--- src/rtl/strike_sweep_pkg.sv ---
package strike_sweep_pkg;
  typedef enum logic [1:0] {
    SEQ_IDLE    = 2'd0,
    SEQ_ACTIVE  = 2'd1,
    SEQ_RUN     = 2'd2,
    SEQ_EXPIRED = 2'd3
  } seq_state_t;
endpackage

--- src/rtl/sweep_timebase.sv ---
// Phase and sweep counters; SWEEP_CLKS is expected to be a power of two.
module sweep_timebase #(
  parameter int SWEEP_CLKS = 1024,
  parameter int NUM_SWEEPS = 16,
  localparam int CYC_W = $clog2(SWEEP_CLKS),
  localparam int SW_W  = $clog2(NUM_SWEEPS)
) (
  input  logic             clk,
  input  logic             rst_n,
  input  logic             clear,
  input  logic             advance,
  output logic [CYC_W-1:0] phase,
  output logic [SW_W-1:0]  sweep,
  output logic             in_strike,
  output logic             at_end
);
  localparam logic [CYC_W-1:0] PH_LAST = CYC_W'(SWEEP_CLKS - 1);
  localparam logic [SW_W-1:0]  SW_LAST = SW_W'(NUM_SWEEPS - 1);

  logic ph_wrap;
  assign ph_wrap = (phase == PH_LAST);

  always_ff @(posedge clk) begin
    if (!rst_n || clear) begin
      phase <= '0;
      sweep <= '0;
    end else if (advance) begin
      phase <= ph_wrap ? '0 : phase + 1'b1;
      if (ph_wrap) sweep <= sweep + 1'b1;
    end
  end

  assign in_strike = (sweep != '0);
  assign at_end    = ph_wrap && (sweep == SW_LAST);
endmodule

--- src/rtl/sweep_code_gen.sv ---
// Sawtooth ramp derived from the phase, with an over-voltage freeze latch.
module sweep_code_gen #(
  parameter int CYC_W  = 10,
  parameter int CODE_W = 8
) (
  input  logic              clk,
  input  logic              rst_n,
  input  logic              clear,
  input  logic              striking,
  input  logic              ovp,
  input  logic [CYC_W-1:0]  phase,
  output logic [CODE_W-1:0] code
);
  logic [CODE_W-1:0] ramp;
  logic [CODE_W-1:0] held_q;
  logic              frozen_q;

  generate
    if (CYC_W >= CODE_W) begin : g_shift_down
      assign ramp = phase[CYC_W-1 -: CODE_W];
    end else begin : g_shift_up
      assign ramp = {phase, {(CODE_W-CYC_W){1'b0}}};
    end
  endgenerate

  always_ff @(posedge clk) begin
    if (!rst_n || clear) begin
      frozen_q <= 1'b0;
      held_q   <= '0;
    end else if (striking && ovp && !frozen_q) begin
      frozen_q <= 1'b1;
      held_q   <= ramp;
    end
  end

  always_comb begin
    if (!striking)     code = '0;
    else if (frozen_q) code = held_q;
    else               code = ramp;
  end
endmodule

--- src/rtl/strike_seq_fsm.sv ---
module strike_seq_fsm
  import strike_sweep_pkg::*;
(
  input  logic clk,
  input  logic rst_n,
  input  logic seq_en,
  input  logic ignited,
  input  logic in_strike,
  input  logic at_end,
  output logic clear,
  output logic advance,
  output logic striking,
  output logic timeout
);
  seq_state_t state_q, state_d;
  logic       expire;
  logic       lit;

  assign striking = (state_q == SEQ_ACTIVE) && in_strike;
  assign lit      = striking && ignited;
  assign expire   = striking && at_end && !ignited;

  always_comb begin
    state_d = state_q;
    if (!seq_en) state_d = SEQ_IDLE;
    else begin
      case (state_q)
        SEQ_IDLE:   state_d = SEQ_ACTIVE;
        SEQ_ACTIVE: begin
          if (lit)         state_d = SEQ_RUN;
          else if (expire) state_d = SEQ_EXPIRED;
        end
        default:    state_d = state_q;
      endcase
    end
  end

  always_ff @(posedge clk) begin
    if (!rst_n) begin
      state_q <= SEQ_IDLE;
      timeout <= 1'b0;
    end else begin
      state_q <= state_d;
      timeout <= seq_en && expire;
    end
  end

  assign clear   = !seq_en || (state_q == SEQ_IDLE);
  assign advance = (state_q == SEQ_ACTIVE) && !lit && !expire;
endmodule

--- src/rtl/strike_sweep_gen.sv ---
module strike_sweep_gen #(
  parameter int SWEEP_CLKS = 1024,
  parameter int NUM_SWEEPS = 16,
  parameter int CODE_W     = 8,
  localparam int CYC_W = $clog2(SWEEP_CLKS),
  localparam int SW_W  = $clog2(NUM_SWEEPS)
) (
  input  logic              clk,
  input  logic              rst_n,
  input  logic              seq_en,
  input  logic              ovp,
  input  logic              ignited,
  output logic [CODE_W-1:0] dac_code,
  output logic              use_dac,
  output logic [SW_W-1:0]   sweep_idx,
  output logic              timeout
);
  logic             clear, advance, striking, in_strike, at_end;
  logic [CYC_W-1:0] phase;

  strike_seq_fsm u_fsm (
    .clk(clk), .rst_n(rst_n), .seq_en(seq_en), .ignited(ignited),
    .in_strike(in_strike), .at_end(at_end), .clear(clear),
    .advance(advance), .striking(striking), .timeout(timeout)
  );

  sweep_timebase #(.SWEEP_CLKS(SWEEP_CLKS), .NUM_SWEEPS(NUM_SWEEPS)) u_tb (
    .clk(clk), .rst_n(rst_n), .clear(clear), .advance(advance),
    .phase(phase), .sweep(sweep_idx), .in_strike(in_strike), .at_end(at_end)
  );

  sweep_code_gen #(.CYC_W(CYC_W), .CODE_W(CODE_W)) u_code (
    .clk(clk), .rst_n(rst_n), .clear(clear), .striking(striking),
    .ovp(ovp), .phase(phase), .code(dac_code)
  );

  assign use_dac = striking;
endmodule

--- config.mk ---
export PLATFORM = sky130hd
export DESIGN_NAME = strike_sweep_gen
export DESIGN_NICKNAME = d
export VERILOG_FILES = /design/src/rtl/strike_sweep_pkg.sv /design/src/rtl/sweep_timebase.sv /design/src/rtl/sweep_code_gen.sv /design/src/rtl/strike_seq_fsm.sv /design/src/rtl/strike_sweep_gen.sv
export SDC_FILE = /design/constraint.sdc
export NUM_CORES = 1
export LEC_CHECK = 0
export BUFFER_PORTS_ARGS = -buffer_cell sky130_fd_sc_hd__buf_4
export CAP_MARGIN = 15
export CORE_MARGIN = 5
export CORE_UTILIZATION = 50
export DETAILED_ROUTE_END_ITERATION = 12
export GPL_TIMING_DRIVEN = 0
export PLACE_DENSITY = 0.71
export SYNTH_ARGS = -nofsm -noshare
export SYNTH_HDL_FRONTEND = slang
export SYNTH_HIERARCHICAL = 1
export SYNTH_SLANG_ARGS = --single-unit
export TNS_END_PERCENT = 5
--- constraint.sdc ---
create_clock -name clk -period 3.4 [get_ports clk]
set_clock_uncertainty 0.1 [all_clocks]
set_input_delay 0.85 -clock clk [delete_from_list [all_inputs] [get_ports clk]]
set_output_delay 0.85 -clock clk [all_outputs]
set_load 0.02 [all_outputs]
==> Yosys cells after proc, flatten, opt, wreduce, memory -nomap -nowiden <==
Index checks and enable logic that the tools add are counted.
{ "word_totals": {"output_inout_bits": 14, "reg_bits": 26, "elab_cells": 42} }
{ "classes": {"n_reduce_logical": 24, "n_mux": 6, "n_addsub": 2, "eq_ne": 4} }
{ "op_table": {"columns": ["op", "count"], "rows": [
  ["two-way mux 8 bit", 2],
  ["adder 10 x 1 -> 10 bit (second input constant)", 1],
  ["equality test 10 bit (second input constant)", 1],
  ["logical AND 1 bit", 10],
  ["two-way mux 10 bit", 1],
  ["logical NOT 1 bit", 6],
  ["AND reduction 2 bit", 3],
  ["adder 4 x 1 -> 4 bit (second input constant)", 1],
  ["equality test 4 bit (second input constant)", 1],
  ["two-way mux 2 bit", 2],
  ["one-hot mux 2 bit (2 select lines)", 1],
  ["nonzero test 4 bit", 1],
  ["inequality test 3 x 1 -> 1 bit (second input constant)", 1],
  ["equality test 2 x 1 -> 1 bit (second input constant)", 1],
  ["logical NOT 2 bit", 1],
  ["logical OR 1 bit", 2],
  ["nonzero test 2 bit", 1]
]} }

==> Longest topological paths before layout <==
Gate-level depths: netlist of the first run.
{ "logic_depth": {"ltp_word": 7, "mapped_depth": 10} }

==> By module <==
Netlist of the first run, hierarchy kept.
{ "modules_own_cells": {"columns": ["module", "cells_each", "area_each_um2", "n_inst", "seq_area_each_um2"], "rows": [
  ["sweep_timebase", 91, 757.0, 1, 280.3],
  ["sweep_code_gen", 57, 568.0, 1, 180.2],
  ["strike_seq_fsm", 14, 140.1, 1, 60.1]
]} }

==> Worst setup path before layout of the first run <==
Ideal clock, no wire load.
{ "synth_path": {"kind": "register to output", "from": "reg u_tb.sweep[0]", "to": "out dac_code[0]", "arrival_ns": 1.636, "required_time_ns": 2.450, "stages_incl_launch_ff": 6, "path_buffers": 0, "setup_slack_ns": 0.814, "cell_sequence": "dfxtp_1 -> inv_1 -> ha_1 -> nand2_1 -> and3b_1 -> nor2b_1"} }
{ "synth_via": {"elab_chain_len": 3} }
{ "synth_rtl": {"columns": ["element", "line_no", "rtl"], "rows": [
  ["start, declared", "sweep_timebase.sv:13", "output logic [SW_W-1:0] sweep,"],
  ["start signal, assigned", "sweep_timebase.sv:29", "if (ph_wrap) sweep <= sweep + 1'b1;"],
  ["nonzero test 4 bit", "sweep_timebase.sv:33", "assign in_strike = (sweep != '0);"],
  ["named net in_strike", "strike_sweep_gen.sv:18", "logic clear, advance, striking, in_strike, at_end;"],
  ["logical AND 1 bit", "strike_seq_fsm.sv:19", "assign striking = (state_q == SEQ_ACTIVE) && in_strike;"],
  ["named net use_dac", "strike_sweep_gen.sv:14", "output logic use_dac,"],
  ["two-way mux 8 bit", "sweep_code_gen.sv:37", "if (!striking) code = '0;"],
  ["end, declared", "strike_sweep_gen.sv:13", "output logic [CODE_W-1:0] dac_code,"]
]} }
The timed path passes the listed nets, and every way through them passes these cells.

==> Final worst setup path of the first run <==
{ "layout_path": {"from": "reg u_tb.phase[0]", "to": "reg u_tb.sweep[3]"} }
{ "layout_via": {"elab_chain_len": 7} }
{ "layout_rtl": {"columns": ["element", "line_no", "rtl"], "rows": [
  ["start, declared", "sweep_timebase.sv:12", "output logic [CYC_W-1:0] phase,"],
  ["start signal, assigned", "sweep_timebase.sv:28", "phase <= ph_wrap ? '0 : phase + 1'b1;"],
  ["equality test 10 bit", "sweep_timebase.sv:21", "assign ph_wrap = (phase == PH_LAST);"],
  ["logical AND 1 bit", "sweep_timebase.sv:34", "assign at_end = ph_wrap && (sweep == SW_LAST);"],
  ["named net at_end", "strike_sweep_gen.sv:18", null],
  ["logical AND 1 bit (2 in series)", "strike_seq_fsm.sv:21", "assign expire = striking && at_end && !ignited;"],
  ["logical NOT 1 bit", "strike_seq_fsm.sv:49", "assign advance = (state_q == SEQ_ACTIVE) && !lit && !expire;"],
  ["logical AND 1 bit", "strike_seq_fsm.sv:49", null],
  ["named net advance", "strike_sweep_gen.sv:18", null],
  ["AND reduction 2 bit (no source line)", null, null]
]} }
The timed path passes the listed nets, and every way through them passes these cells.
A chain may end at the register's enable or synchronous reset.

==> run summary, run 1 <==
The layout-stage area growth over the synthesis result was 13.41%; the routability congestion estimate was 0.8301. Clock tree synthesis found a total of 26 sinks. In this run the most critical hold path is launched from u_code/held_q[6]. The logs give 870.8 sq um for the total area of multi-input combinational cells and 0 for the final antenna-violating net count. The CTS clock-pin slew for the worst setup and hold paths was 0.14 ns; the number of H-tree levels was 1. Timing would allow up to 0.3465 GHz.

For this run, the detailed router's first-pass iteration total came to 7. In this run the count of I/O pins placed on the die edge is 19. The tools report the clock latency reported for the late side of the worst-skew pair as 0.31 ns. The total standard cell area after synthesis was 0.001465 sq mm; the share of post-route cells with drive strength above 1 was 17.49%.

For the final hold violation count, the log shows 0. Per report_power, the sequential group accounts for 66.7% of the total. The detailed-route vias per instance came out at 5.981.

The most used flip-flop cell after synthesis is sky130_fd_sc_hd__dfxtp_1. Across all hold checks on the routed design, the worst slack comes to 0.3995 ns. Measured along the x axis, the die boundary spans 64.13 um. For the global-route wire length before repair, the log shows 5630 um. Counting flops with a built-in enable in the synthesized netlist gives 0.

The top fanout value on the critical path is 10, and the data required time at the worst endpoint is 3.55 ns. Buffers placed on the I/O ports in this run total 18. Count of filler cells inserted in the layout: 248. The power density over the cells was 276.1 mW/mm^2. The run gives 19 as the row count. Of the total synthesized cell area, the portion taken by XOR and XNOR cells is 1.793%.

The logs give 46 for the iteration-0 DRC count of the detailed router and 0.0001027 W for the net switching component of the power. Setup violations remaining at the end of the flow were counted as 0. The tools report the final net count as 193. The total number of yosys warnings is 6.

The switching share of power was 22.38%; the post-DP HPWL was 2418 um. In this run, CTS created clock tree buffers numbering 3. After synthesis the netlist holds a flip-flop and latch count of 26. In this run the standard cell core region covers 0.002781 sq mm.

The final routed DRC violation total came out at 0. The worst register-to-register path begins at u_tb/phase[0]. TritonCTS built the clock tree. Sequential fraction of the synthesis area: 35.53%. Entering global routing, the biggest net connects 14 pins. No sink is reached through more buffers than the 2 on the longest clock path.

The average size of a mapped cell was 9.044 sq um; the compound-cell area share of the yosys netlist was 9.735%. The die boundary height was 64.13 um; the setup TNS was 0 ns. The floorplan step defined a die boundary enclosing 0.004113 sq mm.

The tool flagged a number of max-cap violations equal to 0. For the worst setup path, the data arrival time is 3.04 ns. The class of the tightest hold or removal check was flip-flop to flip-flop.

Of the total synthesized cell area, the portion taken by AND, OR, NAND and NOR gates is 33.05%. The leakage power of the design came out at 0.5198 nW. The final count of pins violating max slew was 0; the number of global-route vias before repair was 1236. The tools report the worst setup slack before clock tree synthesis as 0.5375 ns.

For the pin with the worst max-slew slack, the measured transition is 0.8532 ns. The worst path needs 2.886 ns of the cycle, external delays included. The detailed-route wire length per cell came out at 15.28 um. In the synthesized netlist, mux cells make up 12.30% of the area. The root buffer cell chosen for the clock tree is sky130_fd_sc_hd__clkbuf_4. The tools report the first element of the critical path as u_tb/phase[0]. 0 antenna diodes ended up in the layout. The logs give 0 for the number of antenna violations at the first check in global routing and 0 for the number of gates resized after CTS. Once the floorplan was initialized, standard cells occupied 52.68% of the core. The detailed-route wire length was 3270 um.

The share of async-settable or async-resettable flops after synthesis came out at 0%. The worst setup path is launched from a flip-flop. The cell count after synthesis came out at 162.

Setup repair after global routing left no endpoint under its margin. The run finished with clean final reports. Cell internal power was estimated by the tool at 0.0003561 W.

Counting every net in the synthesized netlist gives 170. After synthesis, the largest family of logic cells by area is simple AND/OR/NAND/NOR gates. The count of buffers added by post-CTS timing repair for setup was 0; the count of hold-fix buffers inserted at cts was 0. The total overflow left after global routing is 0. The sequential cell area came out at 520.5 sq um. The number of distinct library cells after synthesis is 37, and the all-layer global routing usage is 16.56%.

The final worst slack was 0.5139 ns; the share of the cycle needed by the critical path after routing was 84.88%. The worst setup path is of the flip-flop to flip-flop kind. The total vias in the final route was 1280; the post-synthesis share of cell area spent on full adders, half adders and majority gates was 2.562%. The tools report the power share of the clock group as 28.5%. Of the total power, combinational logic draws 4.8%. The tightest slew margin relative to the limit was 42.52%. For the worst voltage drop across the vdd grid, the log shows 0.0001758 V. STA classifies the critical path endpoint as a flip-flop.
## registers in the layout, indices dropped and copies added, names as in the netlist
name,cells
u_tb/phase,10
u_fsm/state_q,2
u_tb/sweep,4
u_code/frozen_q,1
u_fsm/timeout,1
u_code/held_q,8
## metal layers
layer,up-vias,share of wire [%],track usage [%],routed length [um]
met5,-,0,0,0
met4,0,1.3,5.598,44
met3,4,6.3,3.152,205
met2,45,49,27.64,1593
met1,589,44,21.34,1427
li1,642,-,-,-
## synthesized netlist by cell type (3+ instances only)
library cell	instances	area (sq um)
sky130_fd_sc_hd__dfxtp_1	26	520.5
sky130_fd_sc_hd__mux2i_1	18	180.2
sky130_fd_sc_hd__nand3b_1	17	127.6
sky130_fd_sc_hd__nor2b_1	9	56.30
sky130_fd_sc_hd__nand2_1	8	30.03
sky130_fd_sc_hd__nand4_1	8	50.05
sky130_fd_sc_hd__a21oi_1	7	35.03
sky130_fd_sc_hd__inv_1	7	26.28
sky130_fd_sc_hd__nand3_1	7	35.03
sky130_fd_sc_hd__o21ai_0	5	25.02
sky130_fd_sc_hd__o31ai_1	5	37.54
sky130_fd_sc_hd__nand2b_1	4	25.02
sky130_fd_sc_hd__nor2_1	4	15.01
sky130_fd_sc_hd__clkbuf_1	3	11.26
sky130_fd_sc_hd__ha_1	3	37.54
sky130_fd_sc_hd__xor2_1	3	26.28
## power groups by stage
stage | sequential, W | clock, W | combinational (W)
3_3_place_gp | 0.000313 | 0 | 0.0000217
5_1_grt | 0.000306 | 0.000151 | 0.0000240
6_report | 0.000306 | 0.000131 | 0.0000220
3_5_place_dp | 0.000313 | 0 | 0.0000220
4_1_cts | 0.000306 | 0.000136 | 0.0000221
2_1_floorplan | 0.000313 | 0 | 0.0000134
## logic make-up (layout without fill, tap and decap cells)
family	Yosys count	in the layout
buffers and inverters	15	36
XOR/XNOR	3	3
AND/OR/NAND/NOR	75	75
AO/OA/AOI/OAI	22	22
adder cells (fa/ha/maj)	3	3
multiplexers	18	18
flip-flops	26	26
## metrics by stage
stage / cells / area [sq um] / total power (W) / utilization, %
2_1_floorplan: 162 / 1465 / 0.0003259 / -
3_3_place_gp: 211 / 1639 / 0.0003343 / 58.93
3_5_place_dp: 211 / 1639 / 0.0003348 / 58.93
4_1_cts: 214 / 1662 / 0.0004644 / 59.74
5_1_grt: 214 / 1662 / 0.0004812 / 59.74
6_report: 214 / 1662 / 0.0004588 / 59.74
## area by class of cell
class / count / share of cell area, %
repair buffers: 18 / 8.133
flip-flops and latches: 26 / 31.33
inverters: 7 / 1.581
plain buffers: 8 / 2.861
multi-input cells: 121 / 52.41
clock buffers: 3 / 1.355
well taps: 31 / 2.334
## worst max-delay path, stage by stage (launching register included)
cell                       delay, ns
sky130_fd_sc_hd__dfxtp_1        0.39
sky130_fd_sc_hd__ha_1           0.28
sky130_fd_sc_hd__inv_1          0.08
sky130_fd_sc_hd__nor3_1         0.08
sky130_fd_sc_hd__and4_1         0.23
sky130_fd_sc_hd__o21ai_0        0.20
sky130_fd_sc_hd__nor3b_1        0.37
sky130_fd_sc_hd__clkbuf_1       0.36
sky130_fd_sc_hd__nand3_1        0.12
sky130_fd_sc_hd__nor4_1         0.38
sky130_fd_sc_hd__mux2i_1        0.24
## layout by cell type, fill, tap and decap left out, drive strengths merged, types with 3 or more instances in the layout
| cell | count |
|---|---|
| a21oi | 7 |
| nand2 | 8 |
| clkbuf | 6 |
| dfxtp | 26 |
| nand3b | 17 |
| nand4 | 8 |
| buf | 23 |
| o21ai | 5 |
| inv | 7 |
| nor2 | 4 |
| xor2 | 3 |
| nor2b | 9 |
| nand2b | 4 |
| nand3 | 8 |
| mux2i | 18 |
| or3 | 3 |
| ha | 3 |
| o31ai | 5 |
## path summary, 6_finish.rpt
check / to / slack [ns] / cells past startpoint
max: u_tb/sweep[3] / 0.51 / 10
min: u_code/held_q[6] / 0.40 / 2
max reg2reg: u_tb/sweep[3] / 0.51 / 10
min reg2reg: u_code/held_q[6] / 0.40 / 2
No activity file was read; power rests on OpenSTA's default activity.
==> run 2: changes to the inputs <==
==> constraint.sdc (replaced) <==
create_clock -name clk -period 2.8 [get_ports clk]
set_clock_uncertainty 0.1 [all_clocks]
set_input_delay 0.7 -clock clk [delete_from_list [all_inputs] [get_ports clk]]
set_output_delay 0.7 -clock clk [all_outputs]
set_load 0.02 [all_outputs]
==> run 2 against run 1 <==
Hold slack better by 0.00095 ns. Setup slack worse by 0.38 ns. Global-route usage about the same. First-iteration DRC count up 17%. Via count up 0.94%. Utilization up 0.49 points.
==> run summary, run 2 (synthesis gave the netlist of run 1 again) <==
The power density over the cells is 333.3 mW/mm^2 (was 276.1 mW/mm^2). The final count of pins violating max slew was 0 (unchanged). The share of the cycle needed by the critical path after routing is 95.20% (was 84.88%).

The total vias in the final route is 1292 (was 1280), and the leakage power of the design is 0.5254 nW (was 0.5198 nW). The tightest slew margin relative to the limit was 42.27% (was 42.52%); the post-DP HPWL was 2418 um (unchanged). Final number of setup-violating endpoints: 0 (unchanged). The run gives 0.0004328 W (was 0.0003561 W) as the internal power. The overall die width works out to 64.13 um (unchanged). The nature of the critical path endpoint is a flip-flop (unchanged). The finished layout cell area is 0.001675 sq mm (was 0.001662 sq mm). The cell with the most instances on the worst path was sky130_fd_sc_hd__nand4_1. The number of flip-flops in the largest register was 10 (unchanged); the area after detailed placement was 0.001639 sq mm (unchanged).

The count of buffers added by post-CTS timing repair for setup is 0 (unchanged), and the critical path data arrival time is 2.82 ns (was 3.04 ns). The tools report the global-route wire length before repair as 5637 um (was 5630 um). The flow ran to the end, and the final reports show no timing, DRC or antenna violations. The run gives 214 (unchanged) as the filler-free cell count of the finished design. Ordered list of cells on the worst path: nand4_1 > nor3_1 > and4_1 > o21ai_0 > nor3b_2 > clkbuf_2 > and3_1 > nand4_1 > mux2i_1 (was ha_1 > inv_1 > nor3_1 > and4_1 > o21ai_0 > nor3b_1 > clkbuf_1 > nand3_1 > nor4_1 > mux2i_1).

The worst min-delay path startpoint is u_code/held_q[6] (unchanged). The final routed DRC violation total is 0 (unchanged). The total power after layout is 0.0005584 W (was 0.0004588 W), and the data required time at the worst endpoint is 2.95 ns (was 3.55 ns). The transition time at the pin with the least slew margin works out to 0.8569 ns (was 0.8532 ns). For the area of the die, the log shows 0.004113 sq mm (unchanged). The cell with the largest stage delay on the worst path is sky130_fd_sc_hd__dfxtp_1 (unchanged). The tools report the count of hold-fix buffers inserted at cts as 0 (unchanged). The row count is 19 (unchanged), and the detailed-route wire length per cell is 15.31 um (was 15.28 um).

The number of H-tree levels came out at 1 (unchanged). TritonCTS built the clock tree. The all-layer global routing usage is 16.60% (was 16.56%), and the power share of the clock group is 28.6% (was 28.5%).

For the final hold violation count, the log shows 0 (unchanged). The die boundary height works out to 64.13 um (unchanged). Commonest non-fill, non-tap cell in the layout: sky130_fd_sc_hd__dfxtp_1 (unchanged).

For the iteration-0 DRC count of the detailed router, the log shows 54 (was 46). Biggest registers after layout: u_tb/phase (10), u_code/held_q (8), u_tb/sweep (4) (unchanged). The run gives 26 (unchanged) as the clock sink count. For the instance count after placement with tap cells included, the log shows 211 (unchanged). Type of element launching the critical path: a flip-flop (unchanged). The run gives 3 (unchanged) as the total CTS buffers. The first element of the critical path is u_tb/phase[3] (was u_tb/phase[0]).

The tools report the area of the placeable core as 0.002781 sq mm (unchanged). The max-capacitance violation count came out at 0 (unchanged). The number of buffers on the longest clock path is 2 (unchanged), and the top fanout value on the critical path is 10 (unchanged).

The logs give 0.4005 ns (was 0.3995 ns) for the final worst hold slack and 0.0002136 V (was 0.0001758 V) for the worst voltage drop across the vdd grid. Part of the power in registers: 66.6% (was 66.7%). The routability congestion estimate came out at 0.8301 (unchanged).

The tools report the number of antenna violations at the first check in global routing as 0 (unchanged). The final net count is 193 (unchanged). The class of the tightest hold or removal check is flip-flop to flip-flop (unchanged). The net switching component of the power is 0.0001256 W (was 0.0001027 W). The share of post-route cells with drive strength above 1 works out to 19.67% (was 17.49%). The kind of critical path was flip-flop to flip-flop (unchanged).

The run gives 4.9% (was 4.8%) as the fraction of power consumed by combinational cells. The detailed-route vias per instance is 6.037 (was 5.981). Timing-limited maximum frequency: 0.3751 GHz (was 0.3465 GHz).

The count of pins on the block boundary is 19 (unchanged). The largest register by flop count is u_tb/phase (unchanged). The quantity of I/O buffers inserted on ports is 18 (unchanged), and the layout-stage area growth over the synthesis result is 14.35% (was 13.41%). The logs give 1242 (was 1236) for the number of global-route vias before repair and 0 (unchanged) for the final antenna-violating net count.

The minimum period implied by the final worst setup slack works out to 2.666 ns (was 2.886 ns). The CTS clock-pin slew for the worst setup and hold paths is 0.14 ns (about the same). The detailed-route wire length was 3277 um (was 3270 um). Setup repair after global routing could not meet its margin everywhere.

The total congestion overflow after global routing came out at 0 (unchanged). The tools report the count of antenna diodes in the layout as 0 (unchanged). The run gives 4 (was 7) as the detailed-router iteration count before antenna repair. For the clock latency reported for the late side of the worst-skew pair, the log shows 0.32 ns (was 0.31 ns). The master cell of the clock root buffer is sky130_fd_sc_hd__clkbuf_4 (unchanged).

The source of the worst register-to-register timing path is u_tb/phase[3] (was u_tb/phase[0]). The switching share of power works out to 22.50% (was 22.38%). The initial cell density of the core is 52.68% (unchanged).

Commonest non-fill, non-tap cells in the layout: sky130_fd_sc_hd__dfxtp_1, sky130_fd_sc_hd__buf_4, sky130_fd_sc_hd__mux2i_1 (unchanged). The largest net degree at the start of global routing is 14 (unchanged). The highest cell delay on the worst timing path works out to 0.51 ns (was 0.39 ns).
## run 2: cell counts in the layout (fill, tap and decap cells not counted)
Identical to the previous run, type by type.
## run 2: power by group through the flow
stage	Clock (W)	Sequential (W)	Combinational, W
2_1_floorplan	0	0.000380	0.0000162
3_3_place_gp	0	0.000380	0.0000263
3_5_place_dp	0	0.000380	0.0000267
4_1_cts	0.000165	0.000372	0.0000269
5_1_grt	0.000183	0.000372	0.0000298
6_report	0.000159	0.000372	0.0000273
## run 2: per-stage QoR
stage / worst slack (ns) / util [%] / TNS [ns]
global route: -0.02922 / 60.23 / -0.05743
detailed placement: -0.06249 / 58.93 / -0.06249
floorplan: 0.3639 / - / 0
CTS: 0.02032 / 59.78 / 0
finish: 0.1343 / 60.23 / 0
global placement: 0.02014 / 58.93 / 0
## run 2: final timing paths
kind         slack [ns]  cells after the start                to
max                0.13                      9     u_tb/sweep[2]
min                0.40                      2  u_code/held_q[6]
max reg2reg        0.13                      9     u_tb/sweep[2]
min reg2reg        0.40                      2  u_code/held_q[6]
## run 2: repair_timing
action / CTS / global route
endpoints found under the setup margin: 1 / 18
pin swaps: 0 / 0
resized for setup: 1 / 3
endpoints found under the hold margin: 0 / 0
## run 2: routing by layer
| metal | global-route usage (%) | vias to the layer above | part of all wire, % |
|---|---|---|---|
| li1 | - | 640 | - |
| met1 | 21.24 | 606 | 44 |
| met2 | 27.89 | 42 | 49 |
| met3 | 3.152 | 4 | 5.6 |
| met4 | 5.598 | 0 | 1.3 |
| met5 | 0 | - | 0 |
## run 2: final cells by class
cell class / count / area (sq um)
Buffer: 8 / 48.80
Clock buffer: 3 / 22.52
Fill cell: 247 / 1106
Inverter: 7 / 26.28
Multi-Input combinational cell: 121 / 883.3
Sequential cell: 26 / 520.5
Tap cell: 31 / 38.79
Timing Repair Buffer: 18 / 135.1
## run 2: critical path: cells and delay by family (launching register included)
family,cells,cell delay [ns]
buffers and inverters,1,0.19
and+or+nand+nor,6,1.52
muxes,1,0.18
DFF,1,0.51
AOI/OAI and AO/OA,1,0.11
